## src/rtl/altbyte_pkg.sv

```systemverilog
package altbyte_pkg;

   // Sequencer phases: waiting, stepping through bytes, reporting completion
   typedef enum logic [1:0] {
      MV_IDLE = 2'd0,
      MV_XFER = 2'd1,
      MV_DONE = 2'd2
   } mv_state_e;

endpackage

```

## src/rtl/altbyte_seq.sv

```systemverilog
module altbyte_seq
   import altbyte_pkg::*;
#(
   parameter int NBYTES = 4,
   parameter int CNT_W  = 2
) (
   input  logic             clk,
   input  logic             rst_n,
   input  logic             start_i,
   input  logic             long_i,
   input  logic             write_i,
   input  logic             hs_i,
   output logic             load_o,
   output logic             xfer_o,
   output logic             last_o,
   output logic             done_o,
   output logic             busy_o,
   output logic             write_o,
   output logic [CNT_W-1:0] lane_o
);
   localparam int HALF = NBYTES / 2;

   mv_state_e        state_q;
   logic [CNT_W-1:0] cnt_q;
   logic             long_q;
   logic             write_q;

   assign load_o  = start_i && (state_q == MV_IDLE);
   assign xfer_o  = (state_q == MV_XFER);
   assign done_o  = (state_q == MV_DONE);
   assign busy_o  = (state_q != MV_IDLE);
   assign write_o = write_q;
   assign last_o  = (cnt_q == (long_q ? CNT_W'(NBYTES - 1) : CNT_W'(HALF - 1)));
   // word operands use the low half of the register lanes
   assign lane_o  = long_q ? cnt_q : cnt_q + CNT_W'(HALF);

   always_ff @(posedge clk or negedge rst_n) begin
      if (!rst_n) begin
         state_q <= MV_IDLE;
         cnt_q   <= '0;
         long_q  <= 1'b0;
         write_q <= 1'b0;
      end else begin
         case (state_q)
            MV_IDLE: begin
               if (start_i) begin
                  state_q <= MV_XFER;
                  cnt_q   <= '0;
                  long_q  <= long_i;
                  write_q <= write_i;
               end
            end
            MV_XFER: begin
               if (hs_i) begin
                  if (last_o) state_q <= MV_DONE;
                  else        cnt_q   <= cnt_q + 1'b1;
               end
            end
            default: state_q <= MV_IDLE;
         endcase
      end
   end

   // completion is a single-cycle pulse
   assert_done_pulse_R9: assert property (@(posedge clk) disable iff (!rst_n)
      done_o |=> !done_o);

   // start while busy does not disturb the byte position
   assert_start_ignored_R10: assert property (@(posedge clk) disable iff (!rst_n)
      (busy_o && start_i && !hs_i) |=> $stable(cnt_q));

endmodule

```

## src/rtl/altbyte_addr.sv

```systemverilog
module altbyte_addr #(
   parameter int ADDR_W = 32,
   parameter int DISP_W = 16,
   parameter int STRIDE = 2
) (
   input  logic              clk,
   input  logic              rst_n,
   input  logic              load_i,
   input  logic              step_i,
   input  logic [ADDR_W-1:0] base_i,
   input  logic [DISP_W-1:0] disp_i,
   output logic [ADDR_W-1:0] addr_o
);
   localparam int EXT_W = ADDR_W - DISP_W;

   logic [ADDR_W-1:0] disp_ext;
   logic [ADDR_W-1:0] addr_q;

   generate
      if (EXT_W > 0) begin : g_sext
         assign disp_ext = {{EXT_W{disp_i[DISP_W-1]}}, disp_i};
      end else begin : g_full
         assign disp_ext = disp_i[ADDR_W-1:0];
      end
   endgenerate

   always_ff @(posedge clk or negedge rst_n) begin
      if (!rst_n)      addr_q <= '0;
      else if (load_i) addr_q <= base_i + disp_ext;
      else if (step_i) addr_q <= addr_q + ADDR_W'(STRIDE);
   end

   assign addr_o = addr_q;

endmodule

```

## src/rtl/altbyte_merge.sv

```systemverilog
module altbyte_merge #(
   parameter int NBYTES = 4,
   parameter int LANE_W = 8,
   parameter int CNT_W  = 2
) (
   input  logic                     clk,
   input  logic                     rst_n,
   input  logic                     load_i,
   input  logic [NBYTES*LANE_W-1:0] reg_i,
   input  logic                     rd_en_i,
   input  logic [CNT_W-1:0]         lane_i,
   input  logic [LANE_W-1:0]        rdata_i,
   output logic [NBYTES*LANE_W-1:0] reg_o,
   output logic [LANE_W-1:0]        wdata_o
);
   localparam int DATA_W = NBYTES * LANE_W;
   localparam int HALF   = NBYTES / 2;
   localparam int UPPER  = DATA_W / 2;

   // lane 0 is the most significant byte of the register
   generate
      for (genvar g = 0; g < NBYTES; g++) begin : g_lane
         localparam int LSB = (NBYTES - 1 - g) * LANE_W;
         logic [LANE_W-1:0] byte_q;
         always_ff @(posedge clk or negedge rst_n) begin
            if (!rst_n)
               byte_q <= '0;
            else if (load_i)
               byte_q <= reg_i[LSB +: LANE_W];
            else if (rd_en_i && (lane_i == CNT_W'(g)))
               byte_q <= rdata_i;
         end
         assign reg_o[LSB +: LANE_W] = byte_q;
      end
   endgenerate

   always_comb begin
      wdata_o = '0;
      for (int i = 0; i < NBYTES; i++) begin
         if (lane_i == CNT_W'(i)) wdata_o = reg_o[(NBYTES - 1 - i) * LANE_W +: LANE_W];
      end
   end

   // a byte arriving for a lower-half lane leaves the upper half untouched
   assert_word_upper_R7: assert property (@(posedge clk) disable iff (!rst_n)
      (!load_i && rd_en_i && (lane_i >= CNT_W'(HALF)))
      |=> (reg_o[DATA_W-1 -: UPPER] == $past(reg_o[DATA_W-1 -: UPPER])));

endmodule

```

## src/rtl/altbyte_mover.sv

```systemverilog
module altbyte_mover #(
   parameter int ADDR_W = 32,
   parameter int REG_W  = 32,
   parameter int LANE_W = 8,
   parameter int DISP_W = 16,
   parameter int STRIDE = 2
) (
   input  logic              clk,
   input  logic              rst_n,
   input  logic              start_i,
   input  logic              dir_read_i,
   input  logic              size_long_i,
   input  logic [ADDR_W-1:0] base_i,
   input  logic [DISP_W-1:0] disp_i,
   input  logic [REG_W-1:0]  reg_i,
   output logic              busy_o,
   output logic              done_o,
   output logic [REG_W-1:0]  reg_o,
   output logic              bus_valid_o,
   input  logic              bus_ready_i,
   output logic              bus_write_o,
   output logic [ADDR_W-1:0] bus_addr_o,
   output logic [LANE_W-1:0] bus_wdata_o,
   input  logic [LANE_W-1:0] bus_rdata_i
);
   localparam int NBYTES = REG_W / LANE_W;
   localparam int CNT_W  = (NBYTES > 1) ? $clog2(NBYTES) : 1;

   initial begin
      assert (REG_W % LANE_W == 0) else $error("register width must be a whole number of lanes");
      assert (NBYTES >= 2 && NBYTES % 2 == 0) else $error("lane count must be even");
      assert (DISP_W <= ADDR_W) else $error("displacement wider than address");
      assert (STRIDE >= 1) else $error("stride must be positive");
   end

   logic             load;
   logic             xfer;
   logic             last;
   logic             hs;
   logic             write;
   logic [CNT_W-1:0] lane;

   assign hs          = xfer && bus_ready_i;
   assign bus_valid_o = xfer;
   assign bus_write_o = write;

   altbyte_seq #(.NBYTES(NBYTES), .CNT_W(CNT_W)) u_seq (
      .clk     (clk),
      .rst_n   (rst_n),
      .start_i (start_i),
      .long_i  (size_long_i),
      .write_i (!dir_read_i),
      .hs_i    (hs),
      .load_o  (load),
      .xfer_o  (xfer),
      .last_o  (last),
      .done_o  (done_o),
      .busy_o  (busy_o),
      .write_o (write),
      .lane_o  (lane)
   );

   altbyte_addr #(.ADDR_W(ADDR_W), .DISP_W(DISP_W), .STRIDE(STRIDE)) u_addr (
      .clk    (clk),
      .rst_n  (rst_n),
      .load_i (load),
      .step_i (hs),
      .base_i (base_i),
      .disp_i (disp_i),
      .addr_o (bus_addr_o)
   );

   altbyte_merge #(.NBYTES(NBYTES), .LANE_W(LANE_W), .CNT_W(CNT_W)) u_merge (
      .clk     (clk),
      .rst_n   (rst_n),
      .load_i  (load),
      .reg_i   (reg_i),
      .rd_en_i (hs && !write),
      .lane_i  (lane),
      .rdata_i (bus_rdata_i),
      .reg_o   (reg_o),
      .wdata_o (bus_wdata_o)
   );

   // a stalled request holds its address and data
   assert_hold_R8: assert property (@(posedge clk) disable iff (!rst_n)
      (bus_valid_o && !bus_ready_i)
      |=> (bus_valid_o && $stable(bus_addr_o) && $stable(bus_wdata_o)));

   // an accepted byte that is not the last moves the address by the stride
   assert_stride_R2: assert property (@(posedge clk) disable iff (!rst_n)
      (bus_valid_o && bus_ready_i && !last)
      |=> (bus_valid_o && (bus_addr_o == $past(bus_addr_o) + ADDR_W'(STRIDE))));

   // the done cycle offers no transfer and follows the final handshake
   assert_quiet_done_R9: assert property (@(posedge clk) disable iff (!rst_n)
      done_o |-> !bus_valid_o);

   assert_done_after_last_R9: assert property (@(posedge clk) disable iff (!rst_n)
      (bus_valid_o && bus_ready_i && last) |=> done_o);

endmodule

```

## config.mk

```make
export PLATFORM = sky130hd
export DESIGN_NAME = altbyte_mover
export DESIGN_NICKNAME = d
export VERILOG_FILES = /design/src/rtl/altbyte_pkg.sv /design/src/rtl/altbyte_seq.sv /design/src/rtl/altbyte_addr.sv /design/src/rtl/altbyte_merge.sv /design/src/rtl/altbyte_mover.sv
export SDC_FILE = /design/constraint.sdc
export NUM_CORES = 1
export LEC_CHECK = 0
export ABC_AREA = 1
export ABC_CLOCK_PERIOD_IN_PS = 1900
export BUFFER_PORTS_ARGS = -buffer_cell sky130_fd_sc_hd__clkbuf_2
export CAP_MARGIN = 25
export CORE_MARGIN = 2
export CORE_UTILIZATION = 55
export CTS_CLUSTER_DIAMETER = 80
export DETAILED_ROUTE_END_ITERATION = 10
export PLACE_DENSITY_LB_ADDON = 0.25
export SYNTH_ARGS = -nofsm -noshare
export SYNTH_HDL_FRONTEND = slang
export SYNTH_SLANG_ARGS = --single-unit
```

## constraint.sdc

```tcl
create_clock -name clk -period 1.9 [get_ports clk]
set_clock_uncertainty 0.05 [all_clocks]
set_input_delay 0.38 -clock clk [delete_from_list [all_inputs] [get_ports clk]]
set_output_delay 0.38 -clock clk [all_outputs]
set_load 0.02 [all_outputs]
```

Yosys cells after proc, flatten, opt, wreduce, memory -nomap -nowiden
Index checks and enable logic that the tools add are counted.
- register bits: 70
- output and inout bits: 76
- input bits: 94
- word-level logic and storage cells: 68
- $add $sub $neg: 4
- reductions and logical operators: 21
- eq/ne operators: 10
- mux-type cells: 24
- operators with widths (cell ; number):
    $mux 8 ; 12
    $mux 32 ; 2
    $add 32x2->32 const B ; 1
    $add 32x32->32 ; 1
    $mux 2 ; 8
    $reduce_bool 2->1 ; 7
    $pmux 2 s2 ; 2
    $logic_and 1x1->1 ; 7
    $eq 2x2->1 const B ; 3
    $eq 2x1->1 const B ; 2
    $logic_not 2->1 ; 2
    $ne 2x1->1 const B ; 2
    $ne 2x2->1 const B ; 2
    $reduce_and 4->1 ; 1
    $reduce_and 3->1 ; 1
    $add 2x1->2 const B ; 1
    $add 2x2->2 const B ; 1
    $eq 2x2->1 ; 1
    $logic_not 1->1 ; 2
    $reduce_and 2->1 ; 1

Depth between registers and ports, before layout
Gate-level depths: netlist of run 1.
- depth in word-level cells: 7
- mapped depth: 15
- depth with buffers taken out: 15

Cells and area by module
A second synthesis of run 1 with hierarchy kept.
- cell total of the unflattened synthesis: 1168
- area total of the unflattened synthesis: 6846.6 µm²
- by module, submodules not included (module ; instances ; seq. area each (µm²) ; area each (µm²) ; cells an instance):
    altbyte_addr ; 1 ; 800.8 ; 4610.7 ; 855
    altbyte_merge ; 1 ; 800.8 ; 1885.6 ; 264
    altbyte_seq ; 1 ; 150.1 ; 332.8 ; 45
    altbyte_mover ; 1 ; 0.0 ; 17.5 ; 4

Worst setup path after synthesis of run 1
No wires, ideal clock.
- path kind: register -> output
- from: reg u_seq.long_q
- to: out bus_wdata_o[4]
- arrival time: 1559 ps
- required time: 1470 ps
- buffers on the path: 2
- stages on the path, launching flop included: 6
- setup slack: -89 ps
- path through: dfrtp_1 xor2_1 or2_1 buf_2 buf_2 o21ai_0
- cells in the longest elaborated chain, start to end: 6
- elaborated cells between the ends (all ways): 9
- classes of those cells: eq/ne: 3; mux: 5; reduce/logical: 1
- RTL lines (item ; RTL line ; text):
    start: declaration ; altbyte_seq.sv:25 ; logic long_q;
    start signal: assignment ; altbyte_seq.sv:49 ; long_q <= long_i;
    $mux 2 (*) ; altbyte_seq.sv:35 ; assign lane_o = long_q ? cnt_q : cnt_q + CNT_W'(HALF);
    $logic_not 2->1 ; altbyte_merge.sv:40 ; if (lane_i == CNT_W'(i)) wdata_o = reg_o[(NBYTES - 1 - i) * LANE_W +: LANE_W];
    $mux 8 (3 in a row) ; altbyte_merge.sv:40 ;
    $mux 8 (*) ; altbyte_merge.sv:40 ;
    end: declaration ; altbyte_mover.sv:23 ; output logic [LANE_W-1:0] bus_wdata_o,
Every way passes the cells marked *; elsewhere a longest branch is shown, timed or not.

Final worst setup path of run 1
- from: reg u_seq.long_q
- to: out bus_wdata_o[1]
Same word-level chain as after synthesis.

==> flow_summary.toml, run 1 <==
[status]
outcome = "complete, but fails checks"
violations = "negative setup slack"

[floorplanning]
initial_core_util_pct = 56.4
std_cell_rows = 39
die_h_um = 112
dieArea_um2 = 12600
io_pins = 170
die_x_um = 112
core_um2 = 11500

[synth]
yosys-top-cells-count = "369 x nand2_1, 163 x inv_1, 121 x nor2_1, 70 x dfrtp_1, 69 x nand3_1"
yosysWarnings = 0
synth-seq-area-share_pct = 27.1
ys.flop_type = "dfrtp_1"
yosysUniqueCellTypes = 48
synth_most_common_cell = "nand2_1"
async_flop_share_pct = 100
synth_top_cell_by_area = "dfrtp_1"
synthesis.nets = 1190
synth.area.top_cells = "dfrtp_1 27%, nand2_1 21%, inv_1 9.5%"
netlist_instances = 1063
ys_ff_latch = 70
netlist.area_leader.share_pct = 27.1
syn_area_um2 = 6470
avgSynthCellArea_um2 = 6.09
synth_edf_count = 0

[cells_and_area]
multiInputGateArea_um2 = 4400
final_cells = 1478
area_growth_pct = 40.8
final_nets = 1458
insertedDiodeCount = 0
fin_util_pct = 79.4
seqCellArea_um2 = 1760
n_fill_cell = 839
final_area_um2 = 9110
drive_above_1_share_pct = 29.7

[sta]
max_freq_ghz = 0.452
tightest_slew_ns = 0.401
fin_crit_ns = 2.21
hold_viol = 0
rsz0062_at_grt = "yes"
slew_violations = 0
setup_ws_ns = -0.314
finalCritPeriodShare_pct = 117
max-slew-margin-rel_pct = 73.3
setup_viol = 8

[clock_tree]
clock_latency_ns = 0.34
cts.sinks = 70
cts_buffer_depth = 2
cts_buffers = 9
htreeDepth = 3
clkTransAtPathRegs_ns = 0.06
tritoncts = "built"
cts.hold.buffers_added = 0
cts-root-buf = "clkbuf_16"

[placement]
io_buffers = 169
placed_area_um2 = 8210
place_inst = 1457
gp_congestion = 0.999
dp_hpwl_um = 17000
dp_slack_ns = -0.433

[worst_setup_path]
critical_path_class = "reg2out"
cp.arrival_ns = 1.78
critPathMaxFanout = 5
endpoint_kind = "primary output"
cp.required_ns = 1.47
startpoint_type = "register"

[global_route]
grt_max_degree = 71
grt_usage_pct = 34.8
grt_overflow = 0
antenna_found_initial = 0
grt_pass1_vias = 7616
grt_pass1_wl_um = 35800

[drt]
antenna_left = 0
dr_total_vias = 8227
wire_per_inst_um = 15.7
drc = 0
drt_pass1_iterations = 6
drt_iter0_drc = 845
drt-vias-per-instance = 5.57
routed_wl_um = 23200

[power]
power.density_nw_per_um2 = 1480
p_total_uw = 13500
p_leak_uw = 0.00492
max-vdd-ir-drop_mv = 1.42

[worst_hold_path]
worstHoldPathType = "in2async"

[run]
drv_cap = 0
[final timing paths]
path / startpoint / to / slack, ns / depth (start not counted)
min: rst_n / u_addr.addr_o[4] / 0.006 / 2
min reg2reg: u_addr.addr_o[0] / u_addr.addr_o[0] / 0.44 / 2
max reg2reg: u_addr.addr_o[4] / u_addr.addr_o[29] / 0.07 / 11
max: u_seq.long_q / bus_wdata_o[1] / -0.31 / 7
max in group asynchronous: rst_n / u_seq.long_q / 1.46 / 2
min in group clk: size_long_i / u_seq.long_q / 0.19 / 3
[worst max-delay path: stages (launching register included)]
cell      delay [ns]
dfrtp_1         0.42
xor2_2          0.20
buf_4           0.16
nor2_4          0.09
buf_6           0.13
nand2_1         0.07
a41oi_2         0.20
clkbuf_8        0.18
[metal layers]
layer / GRT usage, % / share of wire [%] / up-vias
li1: - / - / 3946
met1: 45.8 / 41 / 3748
met2: 59.3 / 48 / 455
met3: 4.48 / 8.1 / 78
met4: 12.1 / 3.2 / 0
met5: 0 / 0 / -
[repair_timing]
item                                    CTS  global route
endpoints found under the setup margin   18            33
pin swaps                                 4            14
gates resized for setup                  35            76
setup buffers                             1             5
[layout by cell type (no fill, tap or decap), types with 3 or more instances in the layout]
cell type and instances:
buf_4 99, nand2_2 21, inv_1 160, xor2_1 9
a22oi_1 3, o21ai_0 24, nor2_1 111, nand3_1 65
nor3_1 11, nand3b_1 5, o21bai_1 3, ha_1 17
clkbuf_2 159, nand3_2 3, dfrtp_2 5, a31oi_1 29
buf_6 3, dfrtp_1 65, clkbuf_16 9, nand4_1 15
buf_12 6, nor2_2 12, o2111ai_2 5, nor2_4 7
nand2_1 355, o211ai_1 10, inv_2 6, a21oi_2 9
nor3_2 5, bufinv_16 3, a21oi_1 37, ha_4 13
o21ai_1 4, clkbuf_8 7
[per-stage QoR]
step | hold slack (ns) | TNS, ns
final | 0.00570 | -2.36
after global routing | 0.0487 | -3.08
after CTS | 0.0379 | -2.10
after detailed placement | 0.384 | -7.25
after global placement | 0.384 | -6.39
after floorplan | 0.0344 | -0.213
[power by group]
group / internal, uW / leakage, uW / switching (uW)
Clock: 1270 / 0.000161 / 671
Combinational: 3250 / 0.00396 / 5220
Sequential: 2250 / 0.000799 / 825
[cell families (layout without fill, tap and decap cells)]
group / after synthesis / after routing / share of synthesized area [%]
AO/OA/AOI/OAI: 138 / 138 / 12.9
XOR/XNOR: 11 / 11 / 1.49
adder cells (fa/ha/maj): 33 / 33 / 6.50
buffers and inverters: 187 / 459 / 11.4
flip-flops: 70 / 70 / 27.1
AND/OR/NAND/NOR: 624 / 624 / 40.7
[registers in the layout (all words and copies together), names as in the netlist]
register,cells
u_addr.addr_o,32
u_merge.g_lane.byte_q,32
u_seq.cnt_q,2
u_seq.state_q,2
u_seq.long_q,1
u_seq.write_o,1
[area by class of cell]
| class | instances | share of cell area, % |
|---|---|---|
| inverters | 168 | 6.98 |
| well taps | 143 | 1.96 |
| repair buffers | 276 | 19.8 |
| clock inverters | 6 | 1.22 |
| clock buffers | 9 | 2.47 |
| multi-input cells | 806 | 48.3 |
| flip-flops and latches | 70 | 19.3 |
No activity file was read; power rests on OpenSTA's default activity.
==> run 2, diff against run 1 <==
Settings changed: ABC_AREA 1 to unset, CORE_UTILIZATION 55 to 52.
==> flow_summary.toml, run 2 <==
[worst_setup_path]
cpMostUsedCell = "a21oi_4"
critical_path_class = "in2reg"
path_cells = "buf_6 > ha_4 > fa_2 > a21oi_4 > o211ai_2 > and4b_4 > o311ai_4 > a21oi_4 > o21a_1 > xnor2_1 > o21ai_1"
crit_slowest_cell = "fa_2"
cp.required_ns = 2.09
worstSetupEndpoint = "u_addr.addr_o[26]"
worst_r2r_endpoint = "u_addr.addr_o[30]"
reg2regPathDepth = 7
critPathMaxFanout = 4
cp.arrival_ns = 2.43
r2r_start = "u_addr.addr_o[10]"
cpPeakStageDelay_ns = 0.37
endpoint_kind = "register"
rrSetupSlack_ns = -0.11
startpoint_type = "input port"
crit_start = "base_i[0]"

[synth]
yosysWarnings = 0
ys_ff_latch = 70
yosys-top-cells-count = "101 x nand2_1, 70 x dfrtp_1, 66 x a21oi_1, 55 x o21ai_0"
netlist_instances = 624
avgSynthCellArea_um2 = 8.60
synth-seq-area-share_pct = 32.6
netlist.area_leader.share_pct = 32.6
ys.flop_type = "dfrtp_1"
synthesis.nets = 751
synth_most_common_cell = "nand2_1"
synth.area.top_cells = "dfrtp_1 33%, ha_1 7.5%, nand2_1 7.1%"
synth_edf_count = 0
syn_area_um2 = 5370
async_flop_share_pct = 100
synth_top_cell_by_area = "dfrtp_1"
yosysUniqueCellTypes = 68

[global_route]
grt_pass1_wl_um = 28100
antenna_found_initial = 0
grt_pass1_vias = 5962
grt_overflow = 0
grt_usage_pct = 31.1
grt_max_degree = 61

[power]
p_leak_uw = 0.00394
max-vdd-ir-drop_mv = 1.01
power.density_nw_per_um2 = 1370

[clock_tree]
cts-root-buf = "clkbuf_8"
clock_latency_ns = 0.36
cts.sinks = 70
clkTransAtPathRegs_ns = 0.09
cts_buffer_depth = 2
cts_buffers = 9
tritoncts = "built"
htreeDepth = 3

[sta]
slew_violations = 0
hold-worst-slack_ns = 0.173
max_freq_ghz = 0.445
hold_viol = 0
max-slew-margin-rel_pct = 78.1
setup_viol = 31
rsz0062_at_grt = "yes"
fin_crit_ns = 2.25
tightest_slew_ns = 0.326
setup_ws_ns = -0.346
finalCritPeriodShare_pct = 118

[cells_and_area]
final_area_um2 = 8170
final_cells = 1067
final_nets = 1053
fin_util_pct = 80.2
area_growth_pct = 52.2
drive_above_1_share_pct = 44.9
insertedDiodeCount = 0
layout_commonest_cell = "clkbuf_2"
layout_common_cells = "157 x clkbuf_2, 142 x buf_4, 98 x nand2_1, 68 x dfrtp_1, 56 x a21oi_1"

[floorplanning]
initial_core_util_pct = 52.7
std_cell_rows = 37
dieArea_um2 = 11100
io_pins = 170
core_um2 = 10200
die_h_um = 106
die_x_um = 106

[placement]
place_inst = 1031
dp_hpwl_um = 13200
gp_congestion = 0.908
io_buffers = 169
placed_area_um2 = 7460

[drt]
drt-vias-per-instance = 5.65
antenna_left = 0
wire_per_inst_um = 16.7
drc = 0
routed_wl_um = 17900
dr_total_vias = 6032
drt_iter0_drc = 331
drt_pass1_iterations = 5

[run]
drv_cap = 0

[status]
outcome = "complete, but fails checks"
violations = "negative setup slack"

[worst_hold_path]
worstHoldPathType = "in2reg"
## run 2: power by group
| group | total [uW] | switching (uW) | internal, uW |
|---|---|---|---|
| sequential | 2860 | 647 | 2220 |
| combinational | 6900 | 3870 | 3030 |
| clock | 1400 | 638 | 760 |
## run 2: repair_timing
action | 4_1_cts | 5_1_grt
hold endpoints to repair | 10 | 0
hold buffers | 1 | 0
pin swaps | 25 | 14
gates resized for setup | 31 | 44
endpoints found under the setup margin | 31 | 43
buffers inserted | 8 | 11
## run 2: cell type report
| cell class | count | area [um2] |
|---|---|---|
| Inverter | 11 | 41.3 |
| Multi-Input combinational cell | 514 | 3860 |
| Fill cell | 672 | 2020 |
| Sequential cell | 70 | 1750 |
| Clock buffer | 9 | 124 |
| Clock inverter | 7 | 105 |
| Timing Repair Buffer | 320 | 2110 |
| Tap cell | 136 | 170 |
## run 2: kinds of logic (layout without fill, tap and decap cells)
logic type,after synthesis,after routing,share of synthesized area (%)
AOI/OAI and AO/OA,194,194,22.6
xor gates and xnor gates,46,46,7.51
adders and majority gates,33,33,7.84
buffers and inverters,40,347,3.03
DFF,70,70,32.6
muxes,25,25,6.55
and+or+nand+nor,216,216,19.8
## run 2: worst min-delay path by stage
stage / startpoint / to / cells past startpoint
floorplan: rst_n / u_addr.addr_o[0] / 0
global placement: rst_n / u_addr.addr_o[0] / 1
detailed placement: rst_n / u_addr.addr_o[0] / 1
CTS: reg_i[27] / u_merge.g_lane[0].byte_q[3] / 3
global route: reg_i[31] / u_merge.g_lane[0].byte_q[7] / 3
finish: reg_i[27] / u_merge.g_lane[0].byte_q[3] / 3
## run 2: per-stage QoR
stage	setup WS (ns)	total power [uW]	TNS [ns]
5_1_grt	-0.392	11800	-8.01
2_1_floorplan	-0.476	6530	-4.70
6_report	-0.346	11200	-6.19
3_3_place_gp	-0.710	8870	-12.37
3_5_place_dp	-0.757	9120	-13.57
4_1_cts	-0.350	10700	-4.65
## run 2: worst max-delay path: cells and delay by family
family                     cells  cell delay (ns)
AOI/OAI and AO/OA              6             1.00
xor gates and xnor gates       1             0.16
adders and majority gates      2             0.54
buffers and inverters          1             0.10
and+or+nand+nor                1             0.24
## run 2: routing by layer
| metal | vias up | share of wire (%) | GRT usage, % |
|---|---|---|---|
| met2 | 260 | 50 | 53.9 |
| met3 | 43 | 5.5 | 4.76 |
| met5 | - | 0 | 0 |
| li1 | 2870 | - | - |
| met4 | 0 | 2.7 | 12.4 |
| met1 | 2859 | 41 | 38.8 |
